$ cat src/rtl/dac_dbuf_pkg.sv
package dac_dbuf_pkg;

  // Per-cycle command from the control unit to the datapath.
  typedef struct packed {
    logic forceRst;   // reset held: load reset code into both registers
    logic forceMid;   // reset code choice: 1 = mid-scale, 0 = all ones
    logic capIn;      // input register takes the bus word
    logic dacFromBus; // DAC register takes the bus word
    logic dacFromIn;  // DAC register takes the input register
  } dacStrobe_t;

endpackage

$ cat src/rtl/dac_sync.sv
module dac_sync #(
  parameter int               WIDTH   = 1,
  parameter int               STAGES  = 2,
  parameter logic [WIDTH-1:0] RST_VAL = '0
) (
  input  logic             clk,
  input  logic             rstN,
  input  logic [WIDTH-1:0] d,
  output logic [WIDTH-1:0] q
);

  logic [WIDTH-1:0] stage [STAGES];

  always_ff @(posedge clk or negedge rstN) begin
    if (!rstN) begin
      for (int i = 0; i < STAGES; i++) stage[i] <= RST_VAL;
    end else begin
      stage[0] <= d;
      for (int i = 1; i < STAGES; i++) stage[i] <= stage[i-1];
    end
  end

  assign q = stage[STAGES-1];

endmodule

$ cat src/rtl/dac_ctrl_logic.sv
module dac_ctrl_logic
  import dac_dbuf_pkg::*;
#(
  parameter int SYNC_STAGES = 2
) (
  input  logic       clk,
  input  logic       rstN,
  input  logic       rstSel,
  input  logic       csN,
  input  logic       rdWr,
  input  logic       ldN,
  output dacStrobe_t strb,
  output logic       busOe
);

  localparam int CTL_W = 3;

  logic rstSyncN;
  logic [CTL_W-1:0] ctlQ;
  logic csS, rwS, ldS, selS;
  logic csPrev, rwPrev;
  logic csRise, wrEdge, transp;

  // Reset: asserted at once, released after SYNC_STAGES edges.
  dac_sync #(.WIDTH(1), .STAGES(SYNC_STAGES), .RST_VAL(1'b0)) u_rstSync (
    .clk(clk), .rstN(rstN), .d(1'b1), .q(rstSyncN)
  );

  // Host controls, idle values while reset is held.
  dac_sync #(.WIDTH(CTL_W), .STAGES(SYNC_STAGES), .RST_VAL({CTL_W{1'b1}})) u_ctlSync (
    .clk(clk), .rstN(rstSyncN), .d({csN, rdWr, ldN}), .q(ctlQ)
  );
  assign {csS, rwS, ldS} = ctlQ;

  // Reset-select keeps running during reset so the code can track it.
  dac_sync #(.WIDTH(1), .STAGES(SYNC_STAGES), .RST_VAL(1'b0)) u_selSync (
    .clk(clk), .rstN(1'b1), .d(rstSel), .q(selS)
  );

  always_ff @(posedge clk or negedge rstSyncN) begin
    if (!rstSyncN) begin
      csPrev <= 1'b1;
      rwPrev <= 1'b1;
    end else begin
      csPrev <= csS;
      rwPrev <= rwS;
    end
  end

  assign csRise = csS & ~csPrev;
  assign wrEdge = csRise & ~rwPrev;
  assign transp = ~csS & ~rwS & ~ldS;

  always_comb begin
    strb          = '0;
    strb.forceMid = selS;
    if (!rstSyncN) begin
      strb.forceRst = 1'b1;
    end else if (transp) begin
      strb.capIn      = 1'b1;
      strb.dacFromBus = 1'b1;
    end else if (wrEdge) begin
      strb.capIn      = 1'b1;
      strb.dacFromBus = ~ldS;
    end else if (csS && !ldS) begin
      strb.dacFromIn = 1'b1;
    end
  end

  assign busOe = rstSyncN & ~csS & rwS;

  // a buffered capture fires once per chip-select rising edge
  a_r4_single_capture: assert property (@(posedge clk) disable iff (!rstSyncN)
    (strb.capIn && !strb.dacFromBus) |=> !(strb.capIn && !strb.dacFromBus));

  // a read never coincides with a register write command
  a_r7_read_no_write: assert property (@(posedge clk) disable iff (!rstSyncN)
    busOe |-> !(strb.capIn || strb.dacFromBus || strb.dacFromIn));

endmodule

$ cat src/rtl/dac_datapath.sv
module dac_datapath
  import dac_dbuf_pkg::*;
#(
  parameter int DATA_W      = 16,
  parameter int SYNC_STAGES = 2
) (
  input  logic              clk,
  input  dacStrobe_t        strb,
  input  logic [DATA_W-1:0] busIn,
  input  logic              busOe,
  output logic [DATA_W-1:0] busOut,
  output logic [DATA_W-1:0] dacCode,
  output logic              dacUpd
);

  localparam logic [DATA_W-1:0] MIN_CODE = {DATA_W{1'b1}};
  localparam logic [DATA_W-1:0] MID_CODE = {1'b0, {(DATA_W-1){1'b1}}};

  logic [DATA_W-1:0] busS;
  logic [DATA_W-1:0] inReg, dacReg;
  logic [DATA_W-1:0] inNext, dacNext, forcedCode;

  // Bus word delayed to stay aligned with the synchronized strobes.
  dac_sync #(.WIDTH(DATA_W), .STAGES(SYNC_STAGES), .RST_VAL('0)) u_busSync (
    .clk(clk), .rstN(1'b1), .d(busIn), .q(busS)
  );

  assign forcedCode = strb.forceMid ? MID_CODE : MIN_CODE;

  always_comb begin
    inNext  = inReg;
    dacNext = dacReg;
    if (strb.forceRst) begin
      inNext  = forcedCode;
      dacNext = forcedCode;
    end else begin
      if (strb.capIn)      inNext  = busS;
      if (strb.dacFromBus) dacNext = busS;
      else if (strb.dacFromIn) dacNext = inReg;
    end
  end

  always_ff @(posedge clk) begin
    inReg  <= inNext;
    dacReg <= dacNext;
    dacUpd <= (dacNext != dacReg);
  end

  assign dacCode = dacReg;
  assign busOut  = busOe ? inReg : '0;

  // reset loads one of the two reset codes into both registers
  a_r1_reset_code: assert property (@(posedge clk)
    strb.forceRst |=> (inReg == dacReg) &&
                      (dacReg == ($past(strb.forceMid) ? MID_CODE : MIN_CODE)));

  // a load copies the staging word and leaves the staging register alone
  a_r5_load_copy: assert property (@(posedge clk) disable iff (strb.forceRst)
    strb.dacFromIn |=> (dacReg == $past(inReg)) && $stable(inReg));

  // no command means both registers hold
  a_r9_idle_hold: assert property (@(posedge clk) disable iff (strb.forceRst)
    !(strb.capIn || strb.dacFromBus || strb.dacFromIn) |=> $stable(inReg) && $stable(dacReg));

  // the update pulse marks a change of the DAC register, and only that
  a_r10_pulse_on_change: assert property (@(posedge clk) disable iff (strb.forceRst)
    dacUpd |-> (dacReg != $past(dacReg)));

endmodule

$ cat src/rtl/dac_dbuf_ctrl.sv
module dac_dbuf_ctrl
  import dac_dbuf_pkg::*;
#(
  parameter int DATA_W      = 16,
  parameter int SYNC_STAGES = 2
) (
  input  logic              clk,
  input  logic              rstN,
  input  logic              rstSel,
  input  logic              csN,
  input  logic              rdWr,
  input  logic              ldN,
  input  logic [DATA_W-1:0] busIn,
  output logic [DATA_W-1:0] busOut,
  output logic              busOe,
  output logic [DATA_W-1:0] dacCode,
  output logic              dacUpd
);

  dacStrobe_t strb;

  dac_ctrl_logic #(.SYNC_STAGES(SYNC_STAGES)) u_ctrl (
    .clk(clk), .rstN(rstN), .rstSel(rstSel), .csN(csN), .rdWr(rdWr), .ldN(ldN),
    .strb(strb), .busOe(busOe)
  );

  dac_datapath #(.DATA_W(DATA_W), .SYNC_STAGES(SYNC_STAGES)) u_dp (
    .clk(clk), .strb(strb), .busIn(busIn), .busOe(busOe),
    .busOut(busOut), .dacCode(dacCode), .dacUpd(dacUpd)
  );

  // while the bus is driven for readback the DAC code holds
  a_r7_read_holds_dac: assert property (@(posedge clk) disable iff (!rstN)
    busOe |=> $stable(dacCode));

endmodule

$ cat config.mk
export PLATFORM = sky130hd
export DESIGN_NAME = dac_dbuf_ctrl
export DESIGN_NICKNAME = d
export VERILOG_FILES = /design/src/rtl/dac_dbuf_pkg.sv /design/src/rtl/dac_sync.sv /design/src/rtl/dac_ctrl_logic.sv /design/src/rtl/dac_datapath.sv /design/src/rtl/dac_dbuf_ctrl.sv
export SDC_FILE = /design/constraint.sdc
export NUM_CORES = 1
export LEC_CHECK = 0
export BUFFER_PORTS_ARGS = -buffer_cell sky130_fd_sc_hd__buf_4
export CAP_MARGIN = 30
export CORE_MARGIN = 8
export CORE_UTILIZATION = 54
export DETAILED_ROUTE_END_ITERATION = 6
export PLACE_DENSITY = 0.78
export REMOVE_ABC_BUFFERS = 1
export SETUP_SLACK_MARGIN = 0.3
export SLEW_MARGIN = 25
export SYNTH_ARGS = -nofsm -noshare
export SYNTH_HDL_FRONTEND = slang
export SYNTH_SLANG_ARGS = --single-unit
$ cat constraint.sdc
create_clock -name clk -period 1.9 [get_ports clk]
set_clock_uncertainty 0.05 [all_clocks]
set_input_delay 0.38 -clock clk [delete_from_list [all_inputs] [get_ports clk]]
set_output_delay 0.38 -clock clk [all_outputs]
set_load 0.02 [all_outputs]
# Yosys cells after proc, flatten, opt, wreduce, memory -nomap -nowiden
# Index checks and enable logic that the tools add are counted.
[op_classes]
n_eq_ne = 2
n_mux = 13
bitwise = 11
n_reduce_logical = 2
[ops]
columns = ["cell", "count"]
rows = [
  ["$mux W16", 7],
  ["$ne A16 B16 Y1", 1],
  ["$and A1 B1 Y1", 6],
  ["$not A1 Y1", 5],
  ["$mux W2", 2],
  ["$mux W1", 3],
  ["$mux W3", 1],
  ["$ne A2 B2 Y1 const B", 1],
  ["$logic_and A1 B1 Y1", 1],
  ["$logic_not A1 Y1", 1],
]
[totals]
regBits = 77
inputBits = 22
out_inout_bits = 34
word_cells = 41

# Logic depth before layout (Yosys ltp)
# Gate-level depths: netlist of the first run.
[depth]
ltp_word = 10
depth_mapped = 8
ltp_nobuf = 6

# By module
# From an unflattened synthesis of the first run, not the netlist that was laid out.
[hier_totals]
cells_unflattened = 308
hier_area_um2 = 3273.1
[modules_own_cells]
columns = ["module", "instances", "cells_per_inst", "area_each_um2", "seq_area_each_um2"]
rows = [
  ["dac_datapath", 1, 232, 1948.1, 820.8],
  ["dac_sync at u_dp.u_busSync", 1, 48, 920.9, 800.8],
  ["dac_sync at u_ctrl.u_ctlSync", 1, 9, 180.2, 157.7],
  ["dac_ctrl_logic", 1, 15, 123.9, 52.6],
  ["dac_sync at u_ctrl.u_rstSync ...", 2, 2, 50.0, 50.0],
]

# Worst setup path after synthesis of the first run
# Ideal clock, no wire load.
[synth_path]
kind = "register -> register"
start = "reg u_ctrl.u_rstSync.stage, in the netlist u_ctrl.u_rstSync.q"
end = "reg u_dp.inReg[0], enable pin"
setup_time_ps = 422
t_arrival_ps = 1572
required_ps = 1428
slack_ps = -144
stages_incl_launch_ff = 4
n_path_buf = 2
period_less_slack_ps = 2044
path_cell_list = "dfrtp_1 > clkbuf_1 > clkbuf_1 > o211ai_1"
[synth_via]
elab_chain_len = 2
[synth_rtl]
columns = ["element", "line", "rtl"]
rows = [
  ["from (decl)", "dac_sync.sv:12", "logic [WIDTH-1:0] stage [STAGES];"],
  ["$mux W3", "dac_ctrl_logic.sv:57", "if (!rstSyncN) begin"],
  ["$ne A2 B2 Y1 (no source line) *", "-", ""],
  ["to (signal assigned)", "dac_datapath.sv:44", "inReg <= inNext;"],
  ["to (decl)", "dac_datapath.sv:20", "logic [DATA_W-1:0] inReg, dacReg;"],
]
# Mark *: on every way between the ends. The rest lies on a longest branch, timed or not.
# A chain may end at the register's enable or synchronous reset.

# Worst setup path in the final report of the first run
[layout_path]
start = "reg u_ctrl.u_ctlSync.stage, in the netlist u_ctrl.u_ctlSync.q[1]"
end = "out busOut[4]"
[layout_via]
elab_chain_len = 2
[layout_rtl]
columns = ["element", "line", "rtl"]
rows = [
  ["from (decl)", "dac_sync.sv:12", ""],
  ["$and A1 B1 Y1", "dac_ctrl_logic.sv:70", "assign busOe = rstSyncN & ~csS & rwS;"],
  ["$mux W16", "dac_datapath.sv:50", "assign busOut = busOe ? inReg : '0;"],
  ["to (decl)", "dac_dbuf_ctrl.sv:14", "output logic [DATA_W-1:0] busOut,"],
]
# Every way passes these cells.

==> results of run 1 <==
==> registers in the layout, indices dropped and copies added, names as in the netlist, 3 cells and up <==
name                    flops
u_dp.dacCode               16
u_dp.inReg                 16
u_dp.u_busSync.q           16
u_dp.u_busSync.stage       16
u_ctrl.u_ctlSync.q          3
u_ctrl.u_ctlSync.stage      3
==> worst max-delay path, cell delays in order, from the launching register on <==
cell     delay [ps]
dfstp_2         610
and3_4          300
and2_4          170
buf_6           110
==> synthesized netlist by cell type (all sizes together), types with 8 or more instances <==
cell	instances	area share, %
edfxtp	16	16
o22ai	9	1.9
dfxtp	51	35
o211ai	12	3.1
nand2	39	5.0
o21ai	18	3.1
nand2b	21	4.5
dfstp	8	7.1
inv	19	2.4
clkbuf	10	1.3
and2	16	3.4
nor2	8	1.0
==> metal layers <==
layer | GRT usage, % | wire length (µm) | vias up
li1 | - | - | 1186
met1 | 22.3 | 3550 | 1256
met2 | 33.9 | 4450 | 168
met3 | 4.57 | 704 | 47
met4 | 9.87 | 350 | 0
met5 | 0 | 0 | -
==> path summary, 6_finish.rpt <==
check | endpoint | slack [ps] | cells after the start
hold / removal | u_dp.u_busSync.stage[23] | 80 | 1
setup / recovery | busOut[4] | -60 | 3
setup reg to reg | u_dp.dacCode[11] | 40 | 11
max in group asynchronous | u_ctrl.rwPrev | 1140 | 1
min in group asynchronous | u_ctrl.u_rstSync.stage[1] | 300 | 2
hold reg to reg | u_dp.u_busSync.q[14] | 280 | 0
==> metrics by stage <==
step | std cells | util (%) | setup TNS (ps)
3_5_place_dp | 412 | 64.9 | 0
2_1_floorplan | 275 | - | -12470
4_1_cts | 445 | 75.7 | -114
6_report | 454 | 80.0 | -513
5_1_grt | 454 | 80.0 | -1050
3_3_place_gp | 412 | 64.9 | 0
==> cells by family after synthesis <==
family / count (synthesis)
AO/OA/AOI/OAI: 64
XOR/XNOR: 6
buffers and inverters: 32
flip-flops: 77
other: 1
AND/OR/NAND/NOR: 108
==> power breakdown <==
group / switching (µW) / internal, µW / total, µW
Combinational: 323 / 316 / 639
Sequential: 104 / 1780 / 1890
Clock: 561 / 667 / 1230
Total: 989 / 2770 / 3760
==> area by class of cell <==
class                      count  area (µm²)
fill                         326        1070
inverter                      19        73.8
clock inverter                 5        48.8
timing repair buffer          88         867
sequential                    77        1770
multi-input combinational    182        1300
clock buffer                  11         151
tap                           72        90.1
==> what timing repair did <==
action                                  CTS  global route
resized for setup                        63            42
hold buffers                              1             0
endpoints found under the setup margin   32            50
cloned                                    4             2
endpoints found under the hold margin     2             0
setup buffers                            12             7
pin swaps                                20            14
==> results.md, run 1 <==
* Post-Synth Simple-Gate Area at a little under a fifth
* Post-DR vias/cell at 5.85
* First-pass GRT wire length at approximately 13,000 µm
* Critical Path AT at between 1500 and 2000 ps
* Final WS setup at -62.0 ps
* Deepest clock path buffer count at 2
* Routed vias at about 2,700
* Maximum clock frequency at approximately 510 MHz
* Critical Path RT at approximately 1500 ps
* Final wirelength at about 9100 µm
* Port bufs at 55
* Number of diodes at 0
* Post-detail-place hpwl at a little under 5000 µm
* CTS sink count at 77
* Initial DRC count at slightly above 300
* Cell Area, Synth at 2940 µm²
* Worst Setup Start Kind: flop
* Distinct cells, synth at 43
* Synthesized area per cell at 10.2 µm²
* CTS tree: built
* Area share of xor/xnor cells in the synthesized design at between 1.5 and 2%
* Final Power at 3760 µW
* Clk_lat worst skew at roughly 360 ps
* Total gr overflow at 0
* Core area at ~5400 µm²
* Adder-cell area share of the yosys netlist at 0%
* Hold path startpoint: busIn[7]
* Critical path class: flop to output pin
* Avg WL per Cell at roughly 20 µm
* Largest net degree at the start of global routing at 48
* Final instance area at roughly 4300 µm²
* Area grow syn2layout at 46.1%
* Die height at 89.8 µm
* Routed Antenna Nets at 0
* GRT Overall Usage at roughly a fifth
* Status: finished with violations
* Cell row count at 27
* Initial antenna violation count at 0
* Main combinational cell family by area after synthesis: simple AND/OR/NAND/NOR gates
* Violated checks: negative setup slack
* Syn Inst Count at approximately 290
* GPL Wtd Cong at approximately 0.9
* Worst r2r src: u_ctrl.u_ctlSync.q[2]
* Pwr Density at around 870 nW/µm²
* Total die area at roughly 8000 µm²
* Worst setup path startpoint: u_ctrl.u_ctlSync.q[1]
* Pre-CTS setup slack at roughly 22 ps
* Max FO, Critical Path at 8
* YS warnings at 0
* Clock slew at the register clock pins of the worst setup and hold paths at 90 ps
* Ys async rst share at 13.0%
* Final slew viol count at 0
* Root Buffer: clkbuf_8
* Final #Nets at 399
* Leak at roughly 0.0018 µW
* HP Class: input pin to flop
* Layout cells sized above 1 at 42.9%
* Post-synthesis compound-gate area fraction at between 10% and 20%
* Final Setup Violations at 13
* Die width at about 90 µm
* Period utilization at 103%
* Final hold slack at ~75 ps
* Predominant post-synthesis flop cell: dfxtp_1
* Most frequent cells in the layout: buf_4 (51), dfxtp_1 (48), buf_6 (27)
* Number of synthesized register bits at between 70 and 80
* VDD IR max at roughly 0.73 mV
* Vias in the first global route at roughly 2,400
* First-pass DRT Iterations at 5
* Post-synthesis sequential area ratio at about 60%
* Commonest non-fill, non-tap cell in the layout: buf_4
* DRC at 0
* Num ports at 56
* Initial core utilization at approximately 55%
* Final min period at 1960 ps
* Final hold vios at 0
* Number of flops mapped to enable cells by yosys at 16
* H-Tree Depth at 3
* Maxcap violations at 0
* Placed cell area at roughly 3500 µm²
* TritonCTS buffer count at 9
* Unrepaired setup endpoints after global routing: true
* Mux share of post-synthesis cell area at 0%
* CP Capture Type: output pin
Note: power is estimated with default switching activity, not from simulation.
==> run 2, diff against run 1 <==
--- a/config.mk
+++ b/config.mk
@@ -9,6 +9,7 @@
 export CAP_MARGIN = 30
 export CORE_MARGIN = 8
 export CORE_UTILIZATION = 54
+export CTS_BUF_LIST = sky130_fd_sc_hd__clkbuf_16
 export DETAILED_ROUTE_END_ITERATION = 6
 export PLACE_DENSITY = 0.78
 export REMOVE_ABC_BUFFERS = 1
==> run 2 against run 1 <==
Against the previous run: the flow still finishes with violations (negative setup slack); global-route usage up 1.8 points; hold slack better by 25 ps; clock power up 31%; fmax grew 2.4%; final cell count shrank 0.44%; via count increased by 1.0%; flip-flop and latch count unchanged; sequential power hardly changed; combinational power up 3%; register-to-register slack improved by 20 ps; final area grew 2.8%; first-iteration DRC count decreased by 14%; critical path type unchanged; largest power group unchanged.
==> results.md, run 2 (synthesized netlist as in run 1, its figures left out) <==
* Clock slew at the register clock pins of the worst setup and hold paths at ~60 ps
* Avg WL per Cell at 21.0 µm
* GPL Wtd Cong at about 0.9
* Critical Path RT at 1470 ps
* Reg2reg setup slack at around 60 ps
* Non-filler cells, final at ~450
* Final instance area at around 4400 µm²
* Num ports at 56
* Critical Path AT at approximately 1500 ps
* Critical Path, Cell by Cell: and3_4 -> and2_4 -> buf_6
* Post-detail-place hpwl at between 4000 and 5000 µm
* Total die area at around 8100 µm²
* H-Tree Depth at 3
* Placed insts at 412
* Pwr Density at approximately 940 nW/µm²
* Final hold vios at 0
* Leak at between 0.0015 and 0.002 µW
* Die width at roughly 90 µm
* Clk_lat worst skew at between 300 and 400 ps
* Critical path class: flop to output pin
* Largest net degree at the start of global routing at 48
* Core area at roughly 5400 µm²
* Area grow syn2layout at 50.2%
* Status: finished with violations
* Final Setup Violations at 9
* Number of diodes at 0
* Initial core utilization at between 50% and 60%
* HP Class: input pin to flop
* Maximum clock frequency at about 520 MHz
* Violated checks: negative setup slack
* Root Buffer: clkbuf_16
* Post-DR vias/cell at 5.94
* Fill count at 286
* Final Power at between 4000 and 5000 µW
* First-pass DRT Iterations at 5
* TritonCTS buffer count at 9
* Worst Setup EP: busOut[9]
* Placed cell area at 3490 µm²
* Final wirelength at around 9500 µm
* Worst Setup Start Kind: flop
* R2R Path End: u_dp.dacUpd
* Port bufs at between 50 and 60
* Worst setup path startpoint: u_ctrl.u_ctlSync.q[1]
* Worst path max stage delay at approximately 600 ps
* Pre-CTS setup slack at 22.0 ps
* VDD IR max at 0.726 mV
* Layout cells sized above 1 at around 44%
* Maxcap violations at 0
* First-pass GRT wire length at between 10,000 and 15,000 µm
* Cell row count at 27
* CP Capture Type: output pin
* Initial DRC count at approximately 260
* Worst r2r src: u_ctrl.u_ctlSync.q[2]
* Final #Nets at ~400
* Final slew viol count at 0
* Routed vias at 2,684
* Commonest non-fill, non-tap cell in the layout: buf_4
* Total gr overflow at 0
* Deepest clock path buffer count at 2
* Vias in the first global route at 2,598
* DRC at 0
* CTS tree: built
* Period utilization at 101%
* CTS sink count at 77
* GRT Overall Usage at 21.5%
* Unrepaired setup endpoints after global routing: true
* Die height at 89.8 µm
* Reg2Reg Depth at 7
* Most frequent cells in the layout: buf_4 (50), dfxtp_1 (47), nand2_1 (27)
* Max FO, Critical Path at 8
* Routed Antenna Nets at 0
* Slowest CP cell: dfstp_2
* Final WS setup at -15.6 ps
* Initial antenna violation count at 0
* Final min period at ~1900 ps
run 2: stage by stage:
step / setup TNS (ps) / hold slack [ps] / util (%)
finish: -69.0 / 100 / 82.2
global route: -587 / 86.1 / 82.2
CTS: 0 / 91.6 / 78.1
detailed placement: 0 / 114 / 64.9
global placement: 0 / 113 / 64.9
floorplan: -12470 / 34.4 / -
run 2: critical path: cells and delay by family (launching register included):
family | cells | cell delay, ps
flops | 1 | 600
simple gates | 2 | 450
buf+inv | 1 | 110
run 2: metal layers:
metal  part of all wire [%]  vias up  global-route usage [%]
met2                     49      180                    35.8
met4                    5.1        0                    13.5
met5                      0        -                       0
met3                    7.7       50                    7.48
met1                     38     1276                    22.9
li1                       -     1178                       -
run 2: worst min-delay path by stage:
| stage | depth (start not counted) | slack (ps) | start | endpoint |
|---|---|---|---|---|
| 6_report | 1 | 100 | busIn[7] | u_dp.u_busSync.stage[23] |
| 5_1_grt | 1 | 90 | busIn[14] | u_dp.u_busSync.stage[30] |
| 4_1_cts | 1 | 90 | rstSel | u_ctrl.u_selSync.stage[1] |
| 3_5_place_dp | 1 | 110 | rstN | u_ctrl.u_rstSync.q |
| 3_3_place_gp | 1 | 110 | rstN | u_ctrl.u_rstSync.q |
| 2_1_floorplan | 0 | 30 | rstN | u_ctrl.u_rstSync.q |
run 2: final cells by class:
cell class              count  area [µm²]  area share [%]
clock buffers               9         225            5.10
inverters                  19        73.8            1.67
flip-flops and latches     77        1770            40.1
clock inverters             7        56.3            1.27
repair buffers             87         896            20.3
multi-input cells         181        1310            29.6
well taps                  72        90.1            2.04
run 2: power breakdown:
part	switching [µW]	leakage [µW]	internal [µW]
registers	108	0.000678	1790
clock network	615	0.000141	994
logic	337	0.00106	323
total	1060	0.00188	3100
run 2: repair_timing:
action,CTS,global route
cloned,5,1
resized for setup,62,41
setup buffers,12,5
pin swaps,15,19
endpoints found under the hold margin,2,0
setup endpoints to repair,32,50
hold buffers,1,0
==> run 3, diff against run 2 <==
--- a/config.mk
+++ b/config.mk
@@ -5,6 +5,7 @@
 export SDC_FILE = /design/constraint.sdc
 export NUM_CORES = 1
 export LEC_CHECK = 0
+export ABC_AREA = 1
 export BUFFER_PORTS_ARGS = -buffer_cell sky130_fd_sc_hd__buf_4
 export CAP_MARGIN = 30
 export CORE_MARGIN = 8
@@ -12,7 +13,6 @@
 export CTS_BUF_LIST = sky130_fd_sc_hd__clkbuf_16
 export DETAILED_ROUTE_END_ITERATION = 6
 export PLACE_DENSITY = 0.78
-export REMOVE_ABC_BUFFERS = 1
 export SETUP_SLACK_MARGIN = 0.3
 export SLEW_MARGIN = 25
 export SYNTH_ARGS = -nofsm -noshare
==> constraint.sdc (replaced) <==
create_clock -name clk -period 2 [get_ports clk]
set_clock_uncertainty 0.05 [all_clocks]
set_input_delay 0.4 -clock clk [delete_from_list [all_inputs] [get_ports clk]]
set_output_delay 0.4 -clock clk [all_outputs]
set_load 0.02 [all_outputs]
==> run 3 against run 2 <==
Against the previous run: the run still ends with negative setup slack left; sequential power decreased by 8%; sequential share of layout area increased by 1.9 points; global-route usage decreased by 4.4 points; wire length decreased by 26%; via count decreased by 9.6%; first-iteration DRC count decreased by 41%; core utilization decreased by 5.0 points; die area increased by 1.8%; clock power decreased by 3%; combinational power decreased by 18%; critical path type unchanged; critical endpoint unchanged; largest cell class unchanged.
==> results.md, run 3 <==
* Status: finished with violations
* Violated checks: negative setup slack
* Die height at between 90 and 100 µm
* Final slew viol count at 0
* Num ports at 56
* Routed Antenna Nets at 0
* R2R Path End: u_dp.dacUpd
* Post-DR vias/cell at ~5.0
* Sequential Power Share at ~45%
* Avg WL per Cell at roughly 14 µm
* HP Class: input pin to flop
* WP buf/inv at 3
* Number of synthesized register bits at 77
* Deepest clock path buffer count at 2
* Top cell type's share of synthesized area at 34.0%
* Clk pwr share at 40.6%
* Routed vias at between 2,000 and 2,500
* GRT Overall Usage at 17.1%
* Critical path's top delay family: flip-flops
* Fill count at roughly 350
* Final hold vios at 0
* Cell row count at 27
* Vias in the first global route at ~2,500
* Layout cells sized above 1 at around two fifths
* Cell Area, Synth at roughly 3000 µm²
* DRC at 0
* Post-synth net total at ~350
* CTS sink count at between 70 and 80
* Critical Path, Cell by Cell: inv_2 -> nor3_4 -> bufinv_16 -> nor2_4 -> buf_6
* Core area at around 5400 µm²
* First-pass DRT Iterations at 4
* Hold depth at 1
* Critical path class: flop to output pin
* Clk_lat worst skew at 330 ps
* Post-synthesis sequential area ratio at 58.6%
* H-Tree Depth at 3
* Power share of the combinational group at roughly 14%
* Final Setup Violations at 17
* Port bufs at 55
* GPL Wtd Cong at between 0.7 and 0.8
* Most frequent cell after synthesis: nand2_1
* Area grow syn2layout at 39.8%
* Final wirelength at just over 7000 µm
* Predominant post-synthesis flop cell: dfxtp_1
* Synthesized area per cell at around 9.1 µm²
* Maxcap violations at 0
* Period utilization at 104%
* Number of flops mapped to enable cells by yosys at 16
* CP Capture Type: output pin
* Total gr overflow at 0
* Clock slew at the register clock pins of the worst setup and hold paths at ~60 ps
* Synth top cells by count: nand2_1 (73), dfxtp_1 (51), nand3_1 (47), inv_1 (46), nor2_1 (31)
* Die width at roughly 90 µm
* Maximum clock frequency at around 480 MHz
* Initial DRC count at approximately 160
* Pwr Density at 915 nW/µm²
* Psw at around 970 µW
* Leading post-synthesis cells by cell area: dfxtp_1 (34%), edfxtp_1 (16%), nand2_1 (9.1%)
* Reg2reg setup slack at -10 ps
* Number of diodes at 0
* Total die area at roughly 8200 µm²
* Slowest CP cell: dfstp_2
* Cell taking the most area after synthesis: dfxtp_1
* Initial core utilization at between 50% and 60%
* Syn Inst Count at around 330
* Most frequent cells in the layout: nand2_1 (70), buf_4 (54), dfxtp_1 (51)
* Initial antenna violation count at 0
* Commonest non-fill, non-tap cell in the layout: nand2_1
* Largest net degree at the start of global routing at 17
* Post-detail-place hpwl at approximately 4700 µm
* Finished Core Util at between 70% and 80%
* Final #Nets at approximately 430
* Distinct cells, synth at 27
* Unrepaired setup endpoints after global routing: true
* Root Buffer: clkbuf_16
* P_int at 2870 µW
* Leak at 0.00210 µW
* YS warnings at 0
* TritonCTS buffer count at 9
* VDD IR max at approximately 0.66 mV
* Critical Path AT at around 1600 ps
* Worst path max stage delay at 540 ps
* Worst r2r src: u_ctrl.u_ctlSync.q[2]
* Critical Path RT at roughly 1600 ps
* Final hold slack at 121 ps
* Sw Share at approximately a quarter
* CTS tree: built
* Hold path startpoint: busIn[5]
* Worst Setup Start Kind: flop
* Hold endpoint: u_dp.u_busSync.stage[21]
* Final WS setup at -83.9 ps
* Final min period at 2080 ps
* First-pass GRT wire length at 11,300 µm
* Ys async rst share at roughly 13%
* Max FO, Critical Path at 8
* Reg2Reg Depth at 11
-- run 3: changes by cell type after synthesis, sizes merged, moves of 16 or more --
| cell | delta |
|---|---|
| nand2 | +53 |
| nand3 | +50 |
| inv | +31 |
| nor2 | +27 |
| nand2b | -21 |
| o21ai | -18 |
| and2 | -16 |
-- run 3: worst register-to-register path: stages (launching register included) --
cell and delay, ps:
dfstp_2 620, nand3_4 180, nor2_4 240, nor2_8 110, inv_8 130, nand2_4 60, nand3_1 80, nand2_1 60
nor2_1 120, nand2_1 90, nor2_1 90, nand2_1 60
-- run 3: cells by family after synthesis --
family | Yosys count | share of synthesized area [%]
flip-flops | 77 | 58.6
AO/OA/AOI/OAI | 2 | 0.333
buffers and inverters | 57 | 7.95
AND/OR/NAND/NOR | 194 | 33.0
other | 1 | 0.125
-- run 3: how the worst max path moves through the flow --
stage,from,end,slack [ps],depth (start not counted)
5_1_grt,u_ctrl.u_ctlSync.q[1],busOut[9],-170,5
3_3_place_gp,u_ctrl.u_ctlSync.q[2],u_dp.dacUpd,40,13
6_report,u_ctrl.u_ctlSync.q[1],busOut[9],-80,5
2_1_floorplan,u_ctrl.u_rstSync.q,busOut[10],160,6
3_5_place_dp,u_ctrl.u_ctlSync.q[2],u_dp.dacUpd,-20,11
4_1_cts,u_ctrl.u_ctlSync.q[1],busOut[4],-20,5
-- run 3: power groups by stage --
stage	logic [µW]	clock network (µW)	registers [µW]
final	540	1560	1740
after global routing	587	1640	1750
after CTS	527	1580	1740
after detailed placement	478	0	1770
after global placement	466	0	1770
after floorplan	285	0	1800
-- run 3: layout make-up --
cell class,count,area [µm²],share of cell area [%]
flip-flops and latches,77,1760,41.9
multi-input cells,197,1180,28.2
repair buffers,75,641,15.2
clock buffers,9,225,5.36
inverters,50,224,5.33
well taps,72,90.1,2.14
clock inverters,7,65.1,1.55
repair inverters,1,11.3,0.268
-- run 3: metal layers --
| metal | GRT usage (%) | part of all wire, % | wire [µm] |
|---|---|---|---|
| met5 | 0 | 0 | 0 |
| met4 | 8.88 | 1.8 | 128 |
| met3 | 5.15 | 6.6 | 465 |
| met2 | 30.1 | 54 | 3780 |
| met1 | 18.0 | 38 | 2680 |
-- run 3: per-stage QoR --
stage / std cells / setup TNS (ps) / setup slack (ps) / power [µW] / area [µm²]
2_1_floorplan: 331 / 0 / 160 / 2080 / 3120
3_3_place_gp: 460 / 0 / 36.2 / 2230 / 3620
3_5_place_dp: 460 / -16.8 / -16.8 / 2250 / 3620
4_1_cts: 486 / -101 / -24.4 / 3850 / 4130
5_1_grt: 488 / -2470 / -168 / 3980 / 4200
6_report: 488 / -996 / -83.9 / 3840 / 4200
-- run 3: what timing repair did --
action	CTS	global route
resized for setup	36	13
hold buffers	1	0
cloned	1	0
pin swaps	10	3
buffers inserted	8	2
hold endpoints to repair	2	0
endpoints found under the setup margin	29	30
